**config.mk**
```make
export PLATFORM = sky130hd
export DESIGN_NAME = srd_seq
export DESIGN_NICKNAME = d
export VERILOG_FILES = /design/src/rtl/srd_pkg.sv /design/src/rtl/srd_timer.sv /design/src/rtl/srd_strobe.sv /design/src/rtl/srd_capture.sv /design/src/rtl/srd_seq.sv
export SDC_FILE = /design/constraint.sdc
export NUM_CORES = 1
export LEC_CHECK = 0
export ABC_AREA = 1
export BUFFER_PORTS_ARGS = -buffer_cell sky130_fd_sc_hd__buf_4
export CORE_MARGIN = 2
export CORE_UTILIZATION = 39
export DETAILED_ROUTE_END_ITERATION = 12
export GPL_TIMING_DRIVEN = 0
export PLACE_DENSITY = 0.73
export REMOVE_ABC_BUFFERS = 1
export SETUP_SLACK_MARGIN = 0.1
export SLEW_MARGIN = 20
export SYNTH_ARGS = -nofsm -noshare
export SYNTH_HDL_FRONTEND = slang
export SYNTH_SLANG_ARGS = --single-unit
```
**constraint.sdc**
```tcl
create_clock -name clk -period 3.4 [get_ports clk]
set_input_delay 0.17 -clock clk [delete_from_list [all_inputs] [get_ports clk]]
set_output_delay 0.17 -clock clk [all_outputs]
set_load 0.005 [all_outputs]
```
**src/rtl/srd_pkg.sv**
```systemverilog
package srd_pkg;

    localparam int CNT_W = 6;
    localparam int SUM_W = CNT_W + 1;
    localparam int NSTB  = 2;
    localparam int STB_CS = 0;
    localparam int STB_RD = 1;

    typedef logic [CNT_W-1:0] cnt_t;
    typedef logic [SUM_W-1:0] sum_t;

    typedef enum logic {
        CAP_CS = 1'b0,
        CAP_RD = 1'b1
    } cap_sel_e;

    typedef struct packed {
        cnt_t setup;
        cnt_t pulse;
    } stb_cfg_t;

    function automatic cnt_t at_least_one(cnt_t v);
        return (v == '0) ? cnt_t'(1) : v;
    endfunction

endpackage

```
**src/rtl/srd_timer.sv**
```systemverilog
module srd_timer
    import srd_pkg::*;
(
    input  logic clk,
    input  logic rst,
    input  logic req,
    input  cnt_t cycle_in,
    output logic start,
    output logic busy,
    output cnt_t cnt,
    output logic last
);

    logic busy_q;
    cnt_t cnt_q;
    cnt_t cycle_q;

    assign start = req && !busy_q;
    assign busy  = busy_q;
    assign cnt   = cnt_q;
    assign last  = busy_q && (cnt_q == cycle_q - cnt_t'(1));

    always_ff @(posedge clk) begin
        if (rst) begin
            busy_q  <= 1'b0;
            cnt_q   <= '0;
            cycle_q <= cnt_t'(1);
        end else if (start) begin
            busy_q  <= 1'b1;
            cnt_q   <= '0;
            cycle_q <= at_least_one(cycle_in);
        end else if (busy_q) begin
            if (last) begin
                busy_q <= 1'b0;
                cnt_q  <= '0;
            end else begin
                cnt_q <= cnt_q + cnt_t'(1);
            end
        end
    end

    // a latched cycle length is never zero while running
    assert_cycle_legal_R3: assert property (@(posedge clk) disable iff (rst)
        busy_q |-> (cycle_q != '0));

endmodule

```
**src/rtl/srd_strobe.sv**
```systemverilog
module srd_strobe
    import srd_pkg::*;
(
    input  logic     clk,
    input  logic     rst,
    input  logic     busy,
    input  cnt_t     cnt,
    input  logic     last,
    input  stb_cfg_t cfg,
    output logic     low,
    output logic     rise
);

    sum_t cnt_w;
    sum_t set_w;
    sum_t end_w;

    assign cnt_w = {1'b0, cnt};
    assign set_w = {1'b0, cfg.setup};
    assign end_w = set_w + {1'b0, cfg.pulse};

    assign low  = busy && (cnt_w >= set_w) && (cnt_w < end_w);
    assign rise = low && ((cnt_w == end_w - sum_t'(1)) || last);

    // the latched pulse width is never zero during a cycle
    assert_pulse_legal_R3: assert property (@(posedge clk) disable iff (rst)
        busy |-> (cfg.pulse != '0));

endmodule

```
**src/rtl/srd_capture.sv**
```systemverilog
module srd_capture #(
    parameter int DATA_W = 16
) (
    input  logic              clk,
    input  logic              rst,
    input  logic              busy,
    input  logic              last,
    input  logic              rise,
    input  logic [DATA_W-1:0] mem_data,
    output logic [DATA_W-1:0] rdata,
    output logic              done
);

    logic taken_q;
    logic cap;

    assign cap = busy && !taken_q && (rise || last);

    always_ff @(posedge clk) begin
        if (rst) begin
            taken_q <= 1'b0;
            rdata   <= '0;
            done    <= 1'b0;
        end else begin
            taken_q <= (busy && !last) ? (taken_q | cap) : 1'b0;
            done    <= cap;
            if (cap) begin
                rdata <= mem_data;
            end
        end
    end

    // the word stays put unless a completion pulse announces a new one
    assert_rdata_hold_R6: assert property (@(posedge clk) disable iff (rst)
        !done |-> $stable(rdata));

endmodule

```
**src/rtl/srd_seq.sv**
```systemverilog
module srd_seq
    import srd_pkg::*;
#(
    parameter int ADDR_W = 26,
    parameter int DATA_W = 16
) (
    input  logic              clk,
    input  logic              rst,
    input  logic              req,
    input  logic [ADDR_W-1:0] addr,
    input  logic [CNT_W-1:0]  cfg_cs_setup,
    input  logic [CNT_W-1:0]  cfg_cs_pulse,
    input  logic [CNT_W-1:0]  cfg_rd_setup,
    input  logic [CNT_W-1:0]  cfg_rd_pulse,
    input  logic [CNT_W-1:0]  cfg_cycle,
    input  logic              cfg_rd_ctrl,
    output logic              busy,
    output logic              done,
    output logic [DATA_W-1:0] rdata,
    output logic [ADDR_W-3:0] mem_addr,
    output logic [1:0]        mem_lo,
    output logic              mem_cs_n,
    output logic              mem_rd_n,
    input  logic [DATA_W-1:0] mem_data
);

    logic              start;
    logic              busy_i;
    cnt_t              cnt;
    logic              last;
    logic [NSTB-1:0]   low;
    logic [NSTB-1:0]   rise;
    logic              rise_sel;
    stb_cfg_t          cfg_q [NSTB];
    cap_sel_e          mode_q;
    logic [ADDR_W-1:0] addr_q;

    srd_timer u_timer (
        .clk      (clk),
        .rst      (rst),
        .req      (req),
        .cycle_in (cfg_cycle),
        .start    (start),
        .busy     (busy_i),
        .cnt      (cnt),
        .last     (last)
    );

    always_ff @(posedge clk) begin
        if (rst) begin
            for (int i = 0; i < NSTB; i++) begin
                cfg_q[i] <= '{setup: '0, pulse: cnt_t'(1)};
            end
            mode_q <= CAP_RD;
            addr_q <= '0;
        end else if (start) begin
            cfg_q[STB_CS] <= '{setup: cfg_cs_setup, pulse: at_least_one(cfg_cs_pulse)};
            cfg_q[STB_RD] <= '{setup: cfg_rd_setup, pulse: at_least_one(cfg_rd_pulse)};
            mode_q        <= cap_sel_e'(cfg_rd_ctrl);
            addr_q        <= addr;
        end
    end

    for (genvar g = 0; g < NSTB; g++) begin : g_stb
        srd_strobe u_stb (
            .clk  (clk),
            .rst  (rst),
            .busy (busy_i),
            .cnt  (cnt),
            .last (last),
            .cfg  (cfg_q[g]),
            .low  (low[g]),
            .rise (rise[g])
        );
    end

    assign rise_sel = (mode_q == CAP_RD) ? rise[STB_RD] : rise[STB_CS];

    srd_capture #(.DATA_W(DATA_W)) u_cap (
        .clk      (clk),
        .rst      (rst),
        .busy     (busy_i),
        .last     (last),
        .rise     (rise_sel),
        .mem_data (mem_data),
        .rdata    (rdata),
        .done     (done)
    );

    assign busy     = busy_i;
    assign mem_cs_n = ~low[STB_CS];
    assign mem_rd_n = ~low[STB_RD];
    assign mem_addr = addr_q[ADDR_W-1:2];
    assign mem_lo   = addr_q[1:0];

    assert_idle_high_R4: assert property (@(posedge clk) disable iff (rst)
        !busy_i |-> (mem_cs_n && mem_rd_n));

    assert_done_single_R6: assert property (@(posedge clk) disable iff (rst)
        done |=> !done);

    assert_done_from_cycle_R6: assert property (@(posedge clk) disable iff (rst)
        done |-> $past(busy_i));

    assert_addr_hold_R8: assert property (@(posedge clk) disable iff (rst)
        (busy_i && $past(busy_i)) |-> ($stable(mem_addr) && $stable(mem_lo)));

    // a rising edge of the selected strobe comes with the completion pulse
    assert_rise_samples_R5: assert property (@(posedge clk) disable iff (rst)
        $rose((mode_q == CAP_RD) ? mem_rd_n : mem_cs_n) |-> done);

endmodule

```
# ---- Word-level counts from Yosys, hierarchy flattened
# Memories as Yosys holds them, arrays and structs flattened.
# Index checks and enable logic that the tools add are counted.
# W data, S select, Z words.
dict set report word_totals {
  register_bits 58
  latchBits 0
  ramBits 24
  mem_bits_ro 0
  input_bits 76
  out_inout_bits 46
  elab_cells 65
  mem_count 1
}
# memory words width read_ports rd_ports_with_merged_regs wr line
set mem_list {}
lappend mem_list {cfg_q 2 12 2 0 2 srd_seq.sv:34} ;# stb_cfg_t cfg_q [NSTB];
dict set report classes {
  add_sub_neg 6
  mul 0
  n_div 0
  n_lt_le_gt_ge 4
  n_eq_ne 3
  shift 0
  n_mux 15
  bitwise 6
  n_reduce_logical 22
}
# cell count
set op_table {}
lappend op_table {{$mux W12} 2}
lappend op_table {{$mux W6} 4}
lappend op_table {{$logic_not A6 Y1} 3}
lappend op_table {{$add A6 B6 Y7} 2}
lappend op_table {{$eq A6 B7 Y1} 2}
lappend op_table {{$lt A6 B7 Y1} 2}
lappend op_table {{$sub A7 B1 Y7 const B} 2}
lappend op_table {{$ge A6 B6 Y1} 2}
lappend op_table {{$logic_and A1 B1 Y1} 11}
lappend op_table {{$mux W1} 9}
lappend op_table {{$add A6 B1 Y6 const B} 1}
lappend op_table {{$eq A6 B6 Y1} 1}
lappend op_table {{$sub A6 B1 Y6 const B} 1}
lappend op_table {{$reduce_or A2 Y1} 2}
lappend op_table {{$logic_not A1 Y1} 3}
lappend op_table {{$logic_or A1 B1 Y1} 3}
lappend op_table {{$not A1 Y1} 3}
lappend op_table {{$or A1 B1 Y1} 3}

# ---- Logic depth before layout (Yosys ltp)
# Gate-level depths: netlist (run 1).
# An unclocked memory read counts as a cell.
dict set report logic_depth {
  word_depth 10
  mapped_depth 20
  depth_no_buf 19
}

# ---- By module
# From an unflattened synthesis (run 1), not the netlist that was laid out.
dict set report unflattened {
  cells_unflattened 726
  hier_area_um2 5073.6
}
# mod n_inst cells_per_inst area_per_inst_um2 seq_area_each_um2
set modules_own_cells {}
lappend modules_own_cells {srd_seq 1 205 1886.8 1261.2}
lappend modules_own_cells {srd_strobe 2 142 808.3 0.0}
lappend modules_own_cells {srd_capture 1 116 795.8 360.3}
lappend modules_own_cells {srd_timer 1 121 774.5 260.2}

# ---- Worst setup path before layout (run 1)
# Ideal clock, no wire load.
dict set report synth_path {
  path_kind {reg-to-reg}
  start {memory cfg_q[0][6] in the netlist's numbering}
  end {register u_cap.rdata[5]}
  setup_ps 113
  arrival_time_ps 2612
  t_required_ps 3287
  slack_ps 675
  path_stages_with_launch 21
  n_path_buf 1
  period_less_slack_ps 2725
  cell_sequence {edfxtp_1 > ha_1 > inv_1 > fa_1 > inv_1 > nand2_2 > nand2_4 > ha_1 > a21oi_1 > o21ai_0 > a21oi_1 > nand2_1 > nand2_1 > nand2_1 > a21oi_2 > nand3_2 > nand3_4 > buf_6 > nand3_1 > nand2_1 > nor2_1}
}
# item line
set synth_rtl {}
lappend synth_rtl {{start, declared} srd_seq.sv:34}
lappend synth_rtl {{end signal, assigned} srd_capture.sv:28} ;# rdata <= mem_data;
lappend synth_rtl {{end, declared} srd_capture.sv:10} ;# output logic [DATA_W-1:0] rdata,

==> results of run 1 <==
-- registers in the layout (all words and copies together) (netlist names) --
name	flops
addr_q	26
cfg_q	24
mode_q	1
u_cap.done	1
u_cap.rdata	16
u_cap.taken_q	1
u_timer.busy	1
u_timer.cnt	6
u_timer.cycle_q	6
-- layout make-up --
cell class	count	area, um2
Fill cell	1146	5774
Multi-Input combinational cell	412	2551
Sequential cell	82	1882
Timing Repair Buffer	126	998.5
Inverter	114	431.7
Clock buffer	11	252.7
Tap cell	168	210.2
Clock inverter	5	61.31
-- power by group through the flow --
stage | Combinational (W) | Clock (W) | Sequential [W]
5_1_grt | 0.000911 | 0.00107 | 0.00114
3_5_place_dp | 0.000769 | 0 | 0.00115
2_1_floorplan | 0.000505 | 0 | 0.00114
6_report | 0.000798 | 0.00101 | 0.00113
4_1_cts | 0.000777 | 0.00102 | 0.00113
3_3_place_gp | 0.000735 | 0 | 0.00115
-- cell usage in the layout, fill, tap and decap left out, types with 6 or more instances in the layout --
master / synthesis / routed
nand2_2: 12 / 12
clkbuf_16: 0 / 9
nor2_1: 64 / 61
a21oi_2: 13 / 12
o21ai_0: 8 / 8
ha_1: 38 / 38
dfxtp_1: 58 / 58
xor2_1: 7 / 7
buf_4: 0 / 123
nand4_1: 6 / 6
edfxtp_1: 24 / 24
nand2_1: 101 / 101
a21oi_1: 30 / 30
a22o_1: 26 / 26
nand3_1: 67 / 67
inv_1: 109 / 108
-- layer usage --
layer | share of wire | routed length (um) | vias up | GRT usage
li1 | - | - | 2307 | -
met5 | 0 | 0 | - | 0
met3 | 0.067 | 782 | 20 | 0.05397
met2 | 0.48 | 5611 | 105 | 0.3107
met1 | 0.44 | 5105 | 1975 | 0.2070
met4 | 0.020 | 236 | 0 | 0.07222
-- worst reg2reg max path, cell delays in order (launching register included) --
cell and delay (ns):
edfxtp_1 0.42, ha_1 0.23, inv_1 0.07, fa_1 0.47, ha_1 0.34, a211oi_1 0.22, o21ai_0 0.11, nor3_1 0.19
nand3_1 0.12, nor2_2 0.20, nand3_4 0.14, nand3_2 0.20, nand3_1 0.10, nand2_1 0.07, nor2_1 0.06
-- through the flow --
stage          power, W  hold slack, ns  instances
2_1_floorplan  0.001650          0.2424        607
3_3_place_gp   0.001887          0.3834        896
3_5_place_dp   0.001922          0.3960        898
4_1_cts        0.002935         0.03835        914
5_1_grt        0.003117         0.04410        918
6_report       0.002937         0.04769        918
-- worst min path at each step --
stage	startpoint	endpoint	slack, ns	depth (start not counted)
2_1_floorplan	rst	u_cap.done	0.24	1
3_3_place_gp	rst	u_cap.done	0.38	2
3_5_place_dp	cfg_cycle[1]	u_timer.cycle_q[1]	0.40	3
4_1_cts	addr[7]	addr_q[7]	0.04	2
5_1_grt	addr[8]	addr_q[8]	0.04	2
6_report	cfg_cycle[1]	u_timer.cycle_q[1]	0.05	3
-- cells by family (layout without fill, tap and decap cells) --
group,Yosys count,in the layout,synth area share
buf+inv,131,256,0.1077
flops,82,82,0.3838
fa+ha+maj,40,40,0.1051
simple gates,274,275,0.2618
xor+xnor,9,9,0.01608
compound gates,88,88,0.1255
-- repair_timing --
item | CTS | global route
resized for setup | 0 | 5
setup buffers | 0 | 3
endpoints found under the setup margin | 0 | 48
==> impl_metrics.env, run 1 <==
export IMPL_status="finished clean"
export IMPL_pwr_share_seq=0.386
export IMPL_die_h_um=116.1
export IMPL_fin_skew_ns=0.004106
export IMPL_chipWidth_um=116.1
export IMPL_yosysTopAreaCell="dfxtp_1"
export IMPL_yosys_most_used_dff="dfxtp_1"
export IMPL_cts_max_level=3
export IMPL_areaGrowthSynthToFinish_pct=30.26
export IMPL_pre_cts_ws_ns=0.2527
export IMPL_setup_ws_ns=0.3566
export IMPL_viasPerCell=4.801
export IMPL_coreArea_mm2=0.01216
export IMPL_critPathCaptureType="register"
export IMPL_worst_slew_pin_slew_ns=0.7997
export IMPL_yosys_top_cells_count="inv_1, nand2_1, nand3_1, nor2_1, dfxtp_1"
export IMPL_nets=861
export IMPL_setup_violations=0
export IMPL_drt_iter0_drc=166
export IMPL_portBuffers=121
export IMPL_ctsHoldBuffers=0
export IMPL_synth_area_leaders="dfxtp_1, edfxtp_1, ha_1"
export IMPL_critical_path_max_stage_delay_ns=0.47
export IMPL_max_clock_freq_mhz=328.6
export IMPL_drt_total_wl_mm=11.74
export IMPL_path_max_fanout=8
export IMPL_crit_path_top_delay_cell="fa_1"
export IMPL_cp_startpoint="cfg_q[0][18]"
export IMPL_cts_max_path_buffers=2
export IMPL_hold_violations=0
export IMPL_rows=40
export IMPL_period_share=0.8951
export IMPL_io_pins=122
export IMPL_reg2reg_slack_ns=0.36
export IMPL_fin_area_mm2=0.006387
export IMPL_crit_arrival_ns=3.27
export IMPL_yosysTopAreaCellShare=0.2368
export IMPL_p_int_w=0.002041
export IMPL_clk_insertion_delay_late_ns=0.34
export IMPL_dp_hpwl_mm=8.515
export IMPL_start_util=0.4032
export IMPL_antenna_found_initial=0
export IMPL_peakVddDrop_uv=341.9
export IMPL_cp_endpoint="u_cap.rdata[4]"
export IMPL_grt_overflow_total=0
export IMPL_yosysWarnings=0
export IMPL_cts_buffers=9
export IMPL_path_cells="ha_1 > inv_1 > fa_1 > ha_1 > a211oi_1 > o21ai_0 > nor3_1 > nand3_1 > nor2_2 > nand3_4 > nand3_2 > nand3_1 > nand2_1 > nor2_1"
export IMPL_fin_util=0.5252
export IMPL_clk_pin_slew_ns=0.06
export IMPL_syn_avg_cell_area_um2=7.858
export IMPL_clock_sink_count=82
export IMPL_cp_num_cells=14
export IMPL_grt_usage=0.1790
export IMPL_critPathBufInv=1
export IMPL_vias=4407
export IMPL_synth_edff_count=24
export IMPL_ys_seq_area_frac=0.3838
export IMPL_fin_tns_setup_ns=0
export IMPL_maxSlewViolCount=0
export IMPL_drc=0
export IMPL_p_sw_frac=0.3049
export IMPL_cpLargestDelayFamily="simple AND/OR/NAND/NOR gates"
export IMPL_hold_path_class="in -> reg"
export IMPL_rr_endpoint="u_cap.rdata[4]"
export IMPL_first_pass_iters=4
export IMPL_wl_per_cell_um=12.78
export IMPL_worstSetupPathType="reg -> reg"
export IMPL_placed_area_mm2=0.006000
export IMPL_leakage_nw=3.254
export IMPL_power_density_mw_per_mm2=459.8
export IMPL_syn_inst=624
export IMPL_grt_pass1_vias=4352
export IMPL_dieArea_mm2=0.01349
export IMPL_cap_violations=0
export IMPL_ys_ff_latch=82
export IMPL_reg2regPathDepth=14
export IMPL_grt_pass1_wl_mm=19.26
export IMPL_place_gp_congestion=0.8012
export IMPL_mappedNetlistArea_mm2=0.004903
export IMPL_diodes=0
export IMPL_ys_types=42
export IMPL_p_sw_w=0.0008954
export IMPL_yosysMostFrequentCell="inv_1"
export IMPL_ant_nets=0
export IMPL_worst_slew_margin_rel=0.4656
export IMPL_cts_tree="yes"
export IMPL_async_reset_ff_frac=0
export IMPL_clkPwrFrac=0.343
export IMPL_root_buffer="clkbuf_16"
export IMPL_rsz0062_at_grt="yes"
export IMPL_start_kind="register"
export IMPL_power_frac_comb=0.272
export IMPL_required_ns=3.63
export IMPL_drive_gt1_frac=0.2547
export IMPL_reg2reg_from="cfg_q[0][18]"
export IMPL_post_route_min_period_ns=3.043
export IMPL_grt_max_degree=33
Note: power is estimated with default switching activity, not from simulation.
==> inputs of run 2 (changes only) <==
--- a/config.mk
+++ b/config.mk
@@ -6,12 +6,15 @@
 export NUM_CORES = 1
 export LEC_CHECK = 0
 export ABC_AREA = 1
+export ABC_CLOCK_PERIOD_IN_PS = 3400
 export BUFFER_PORTS_ARGS = -buffer_cell sky130_fd_sc_hd__buf_4
+export CELL_PAD_IN_SITES_DETAIL_PLACEMENT = 0
+export CELL_PAD_IN_SITES_GLOBAL_PLACEMENT = 2
 export CORE_MARGIN = 2
-export CORE_UTILIZATION = 39
+export CORE_UTILIZATION = 30
 export DETAILED_ROUTE_END_ITERATION = 12
 export GPL_TIMING_DRIVEN = 0
-export PLACE_DENSITY = 0.73
+export PLACE_DENSITY = 0.9
 export REMOVE_ABC_BUFFERS = 1
 export SETUP_SLACK_MARGIN = 0.1
 export SLEW_MARGIN = 20
==> impl_metrics.env, run 2 (synthesis gave the netlist of run 1 again) <==
export IMPL_clk_pin_slew_ns=0.06
export IMPL_rows=46
export IMPL_worstHoldStart="cfg_cycle[3]"
export IMPL_largest_reg_flops=26
export IMPL_hold_depth=3
export IMPL_die_h_um=131.8
export IMPL_placed_area_mm2=0.006032
export IMPL_clock_sink_count=82
export IMPL_post_route_min_period_ns=3.034
export IMPL_setup_ws_ns=0.3663
export IMPL_chipWidth_um=131.8
export IMPL_place_gp_congestion=0.7651
export IMPL_grt_pass1_wl_mm=20.04
export IMPL_fillerInstances=1659
export IMPL_first_pass_iters=4
export IMPL_reg2reg_slack_ns=0.37
export IMPL_reg2reg_from="cfg_q[0][6]"
export IMPL_largest_register="addr_q"
export IMPL_drive_gt1_frac=0.2722
export IMPL_hold_path_class="in -> reg"
export IMPL_peakVddDrop_uv=243.0
export IMPL_hold_violations=0
export IMPL_cts_max_level=3
export IMPL_leakage_nw=3.268
export IMPL_ant_nets=0
export IMPL_dieArea_mm2=0.01738
export IMPL_root_buffer="clkbuf_16"
export IMPL_fin_skew_ns=0.01153
export IMPL_wl_per_cell_um=12.84
export IMPL_crit_arrival_ns=2.86
export IMPL_dp_hpwl_mm=9.248
export IMPL_drt_iter0_drc=161
export IMPL_maxSlewViolCount=0
export IMPL_fin_area_mm2=0.006500
export IMPL_vias=4420
export IMPL_cap_violations=0
export IMPL_setup_violations=0
export IMPL_viasPerCell=4.561
export IMPL_worst_slew_pin_slew_ns=0.8054
export IMPL_nets=865
export IMPL_p_total_w=0.002902
export IMPL_power_density_mw_per_mm2=446.4
export IMPL_status="finished clean"
export IMPL_period_share=0.8923
export IMPL_portBuffers=121
export IMPL_rsz0062_at_grt="no"
export IMPL_fin_tns_setup_ns=0
export IMPL_areaGrowthSynthToFinish_pct=32.56
export IMPL_holdPathEnd="u_timer.cycle_q[3]"
export IMPL_dpl_cell_count=945
export IMPL_grt_max_degree=34
export IMPL_final_cells=969
export IMPL_io_pins=122
export IMPL_grt_overflow_total=0
export IMPL_drt_total_wl_mm=12.44
export IMPL_diodes=0
export IMPL_path_max_fanout=3
export IMPL_cts_tree="yes"
export IMPL_critPathCaptureType="primary output"
export IMPL_grt_usage=0.1395
export IMPL_antenna_found_initial=0
export IMPL_drc=0
export IMPL_max_clock_freq_mhz=329.6
export IMPL_pre_cts_ws_ns=0.2352
export IMPL_ctsHoldBuffers=0
export IMPL_required_ns=3.23
export IMPL_clk_insertion_delay_late_ns=0.34
export IMPL_worst_slew_margin_rel=0.4618
export IMPL_cts_buffers=9
export IMPL_layout_commonest_cell="buf_4"
export IMPL_cts_max_path_buffers=2
export IMPL_start_util=0.3076
export IMPL_rr_endpoint="u_cap.rdata[6]"
export IMPL_start_kind="register"
export IMPL_coreArea_mm2=0.01594
export IMPL_top_regs="addr_q x26, cfg_q x24, u_cap.rdata x16"
export IMPL_final_cell_mix="buf_4, inv_1, nand2_1, nand3_1, nor2_1"
export IMPL_grt_pass1_vias=4380
export IMPL_worstSetupPathType="reg -> out"
export IMPL_reg2regPathDepth=19
==> run 2: cell types whose count changed in the layout (fill, tap and decap cells not counted), moves of 2 or more <==
cell	before	now
nand3_1	67	63
nand3_4	4	6
buf_4	123	127
o21ai_0	8	6
inv_2	4	6
a21oi_1	30	27
a21oi_2	12	15
nand3_2	4	7
==> run 2: power by group <==
group          internal [W]  switching, W  leakage (nW)
Combinational      0.000356      0.000468          2.40
Sequential          0.00109     0.0000501         0.728
Clock              0.000557      0.000386         0.140
==> run 2: worst max path at each step <==
| stage | depth (start not counted) | startpoint | slack, ns | endpoint |
|---|---|---|---|---|
| after floorplan | 6 | u_timer.busy | 0.46 | u_timer.cnt[0] |
| after global placement | 6 | u_timer.busy | -0.63 | u_timer.cnt[0] |
| after detailed placement | 18 | cfg_q[0][6] | 0.24 | u_cap.taken_q |
| after CTS | 18 | cfg_q[0][6] | 0.21 | u_cap.taken_q |
| after global routing | 19 | cfg_q[0][12] | 0.11 | u_cap.rdata[3] |
| final | 16 | cfg_q[0][18] | 0.37 | mem_rd_n |
==> run 2: critical path, stage by stage, from the launching register on <==
cell and delay (ns):
edfxtp_1 0.36, ha_1 0.19, inv_1 0.06, fa_1 0.37, inv_1 0.10, nand2_1 0.09, nand2_2 0.10, ha_1 0.25
a21oi_1 0.14, nand2_1 0.09, a21oi_2 0.12, nand2_1 0.06, nand3_1 0.07, nand2_1 0.08, a21oi_4 0.24, inv_1 0.06
buf_4 0.13
==> run 2: cell type report <==
type | instances | area [um2] | share of cell area
clock buffers | 12 | 267.8 | 0.04119
clock inverters | 3 | 22.52 | 0.003465
inverters | 114 | 427.9 | 0.06583
multi-input cells | 413 | 2629 | 0.4044
flip-flops and latches | 82 | 1882 | 0.2895
well taps | 216 | 270.3 | 0.04158
repair buffers | 129 | 1001 | 0.1540
==> run 2: what timing repair did <==
item / in CTS / in global routing
endpoints found under the setup margin: 0 / 19
buffers inserted: 0 / 7
resized for setup: 0 / 21
==> run 2: metrics by stage <==
step	hold WS, ns	util
5_1_grt	0.04859	0.4077
3_5_place_dp	0.3887	0.3784
4_1_cts	0.03288	0.3966
6_report	0.05133	0.4077
3_3_place_gp	0.3615	0.3752
2_1_floorplan	0.2424	-
==> run 2: layer usage <==
metal	GRT usage	wire length [um]
met5	0	0
met4	0.05797	113
met3	0.03037	642
met2	0.2388	6020
met1	0.1698	5665
==> inputs of run 3 (changes only) <==
--- a/config.mk
+++ b/config.mk
@@ -7,7 +7,7 @@
 export LEC_CHECK = 0
 export ABC_AREA = 1
 export ABC_CLOCK_PERIOD_IN_PS = 3400
-export BUFFER_PORTS_ARGS = -buffer_cell sky130_fd_sc_hd__buf_4
+export BUFFER_PORTS_ARGS = -buffer_cell sky130_fd_sc_hd__buf_2
 export CELL_PAD_IN_SITES_DETAIL_PLACEMENT = 0
 export CELL_PAD_IN_SITES_GLOBAL_PLACEMENT = 2
 export CORE_MARGIN = 2
==> impl_metrics.env, run 3 (synthesis gave the netlist of run 1 again) <==
export IMPL_reg2reg_from="cfg_q[0][18]"
export IMPL_start_util=0.3076
export IMPL_dp_hpwl_mm=8.831
export IMPL_viasPerCell=4.461
export IMPL_layout_commonest_cell="buf_2"
export IMPL_rsz0062_at_grt="no"
export IMPL_fin_area_mm2=0.006171
export IMPL_first_pass_iters=4
export IMPL_cap_violations=0
export IMPL_dieArea_mm2=0.01738
export IMPL_path_max_fanout=3
export IMPL_worst_slew_pin_slew_ns=0.6162
export IMPL_pre_cts_ws_ns=0.2642
export IMPL_antenna_found_initial=0
export IMPL_hold_violations=0
export IMPL_drive_gt1_frac=0.2649
export IMPL_rows=46
export IMPL_clock_sink_count=82
export IMPL_start_kind="register"
export IMPL_cts_max_path_buffers=2
export IMPL_die_h_um=131.8
export IMPL_cts_tree="yes"
export IMPL_portBuffers=121
export IMPL_place_gp_congestion=0.7597
export IMPL_leakage_nw=3.200
export IMPL_io_pins=122
export IMPL_largest_reg_flops=26
export IMPL_diodes=0
export IMPL_top_regs="addr_q x26, cfg_q x24, u_cap.rdata x16"
export IMPL_grt_pass1_vias=4219
export IMPL_coreArea_mm2=0.01594
export IMPL_chipWidth_um=131.8
export IMPL_hold_path_class="in -> reg"
export IMPL_period_share=0.8911
export IMPL_hold_depth=2
export IMPL_cp_startpoint="cfg_q[0][18]"
export IMPL_status="finished clean"
export IMPL_vias=4332
export IMPL_drt_iter0_drc=167
export IMPL_root_buffer="clkbuf_16"
export IMPL_maxSlewViolCount=0
export IMPL_post_route_min_period_ns=3.030
export IMPL_grt_pass1_wl_mm=19.85
export IMPL_rr_endpoint="u_cap.rdata[1]"
export IMPL_critPathCaptureType="primary output"
export IMPL_worst_slew_margin_rel=0.5886
export IMPL_final_cell_mix="buf_2, inv_1, nand2_1, nand3_1, nor2_1"
export IMPL_cts_buffers=9
export IMPL_power_density_mw_per_mm2=468.2
export IMPL_hold_ws_ns=0.04951
export IMPL_regArea_mm2=0.001882
export IMPL_worstSetupPathType="reg -> out"
export IMPL_drt_total_wl_mm=11.89
export IMPL_peakVddDrop_uv=268.3
export IMPL_clk_insertion_delay_late_ns=0.34
export IMPL_holdPathEnd="addr_q[7]"
export IMPL_clk_pin_slew_ns=0.07
export IMPL_areaGrowthSynthToFinish_pct=25.85
export IMPL_fillerInstances=1684
export IMPL_setup_violations=0
export IMPL_max_clock_freq_mhz=330.1
export IMPL_largest_register="addr_q"
export IMPL_required_ns=3.23
export IMPL_placed_area_mm2=0.005762
export IMPL_setup_ws_ns=0.3703
export IMPL_crit_arrival_ns=2.86
export IMPL_p_total_w=0.002889
export IMPL_drc=0
export IMPL_reg2regPathDepth=19
export IMPL_reg2reg_slack_ns=0.38
export IMPL_cts_max_level=3
export IMPL_grt_overflow_total=0
export IMPL_grt_usage=0.1385
export IMPL_final_cells=971
export IMPL_wl_per_cell_um=12.25
export IMPL_ant_nets=0
export IMPL_worstHoldStart="addr[7]"
export IMPL_nets=866
export IMPL_dpl_cell_count=947
export IMPL_multi_input_area_mm2=0.002560
export IMPL_grt_max_degree=32
export IMPL_fin_skew_ns=0.006706
run 3: cell count changes in the layout (fill, tap and decap cells not counted), sizes merged:
| cell | before | now |
|---|---|---|
| clkinvlp | 1 | 0 |
| clkbuf | 12 | 9 |
| inv | 114 | 116 |
| bufinv | 0 | 1 |
| nand3 | 76 | 75 |
| clkinv | 2 | 4 |
| buf | 129 | 131 |
run 3: worst max path at each step:
stage                          end  slack (ns)
floorplan           u_timer.cnt[0]        0.46
global placement    u_timer.cnt[0]       -0.96
detailed placement   u_cap.taken_q        0.26
CTS                  u_cap.taken_q        0.23
global route        u_cap.rdata[7]         0.1
finish                    mem_rd_n        0.37
run 3: cell type report:
type	instances	share of cell area
clock buffers	9	0.03650
clock inverters	7	0.01217
inverters	114	0.06934
multi-input cells	412	0.4148
flip-flops and latches	82	0.3049
well taps	216	0.04380
repair buffers	131	0.1184
run 3: critical path, cell delays in order (launching register included):
cell      delay, ns
edfxtp_1       0.38
ha_2           0.21
inv_1          0.05
fa_1           0.40
inv_2          0.08
nand2_1        0.08
nand2_2        0.11
ha_1           0.24
a21oi_1        0.13
nand2_1        0.09
a21oi_2        0.13
nand2_1        0.06
nand3_1        0.06
nand2_1        0.09
a21oi_4        0.22
inv_1          0.06
buf_2          0.13
run 3: repair_timing:
item	CTS	global route
setup endpoints to repair	0	20
resized for setup	0	9
buffers inserted	0	7
hold buffers	0	0
run 3: where the power goes:
part	leakage, nW	total (W)	switching [W]	internal (W)
Combinational	2.32	0.000759	0.000451	0.000308
Clock	0.151	0.00100	0.000424	0.000576
Sequential	0.728	0.00113	0.0000460	0.00108
Total	3.20	0.00289	0.000921	0.00197
run 3: routing by layer:
layer,track usage,routed length (um),up-vias
met2,0.2356,5444,78
met4,0.03623,114,0
li1,-,-,2310
met5,0,0,-
met1,0.1772,5783,1936
met3,0.03191,551,8
run 3: per-stage QoR:
stage	setup TNS, ns	utilization
after floorplan	0	-
after global placement	-37.15	0.3562
after detailed placement	0	0.3614
after CTS	0	0.3802
after global routing	0	0.3871
final	0	0.3871
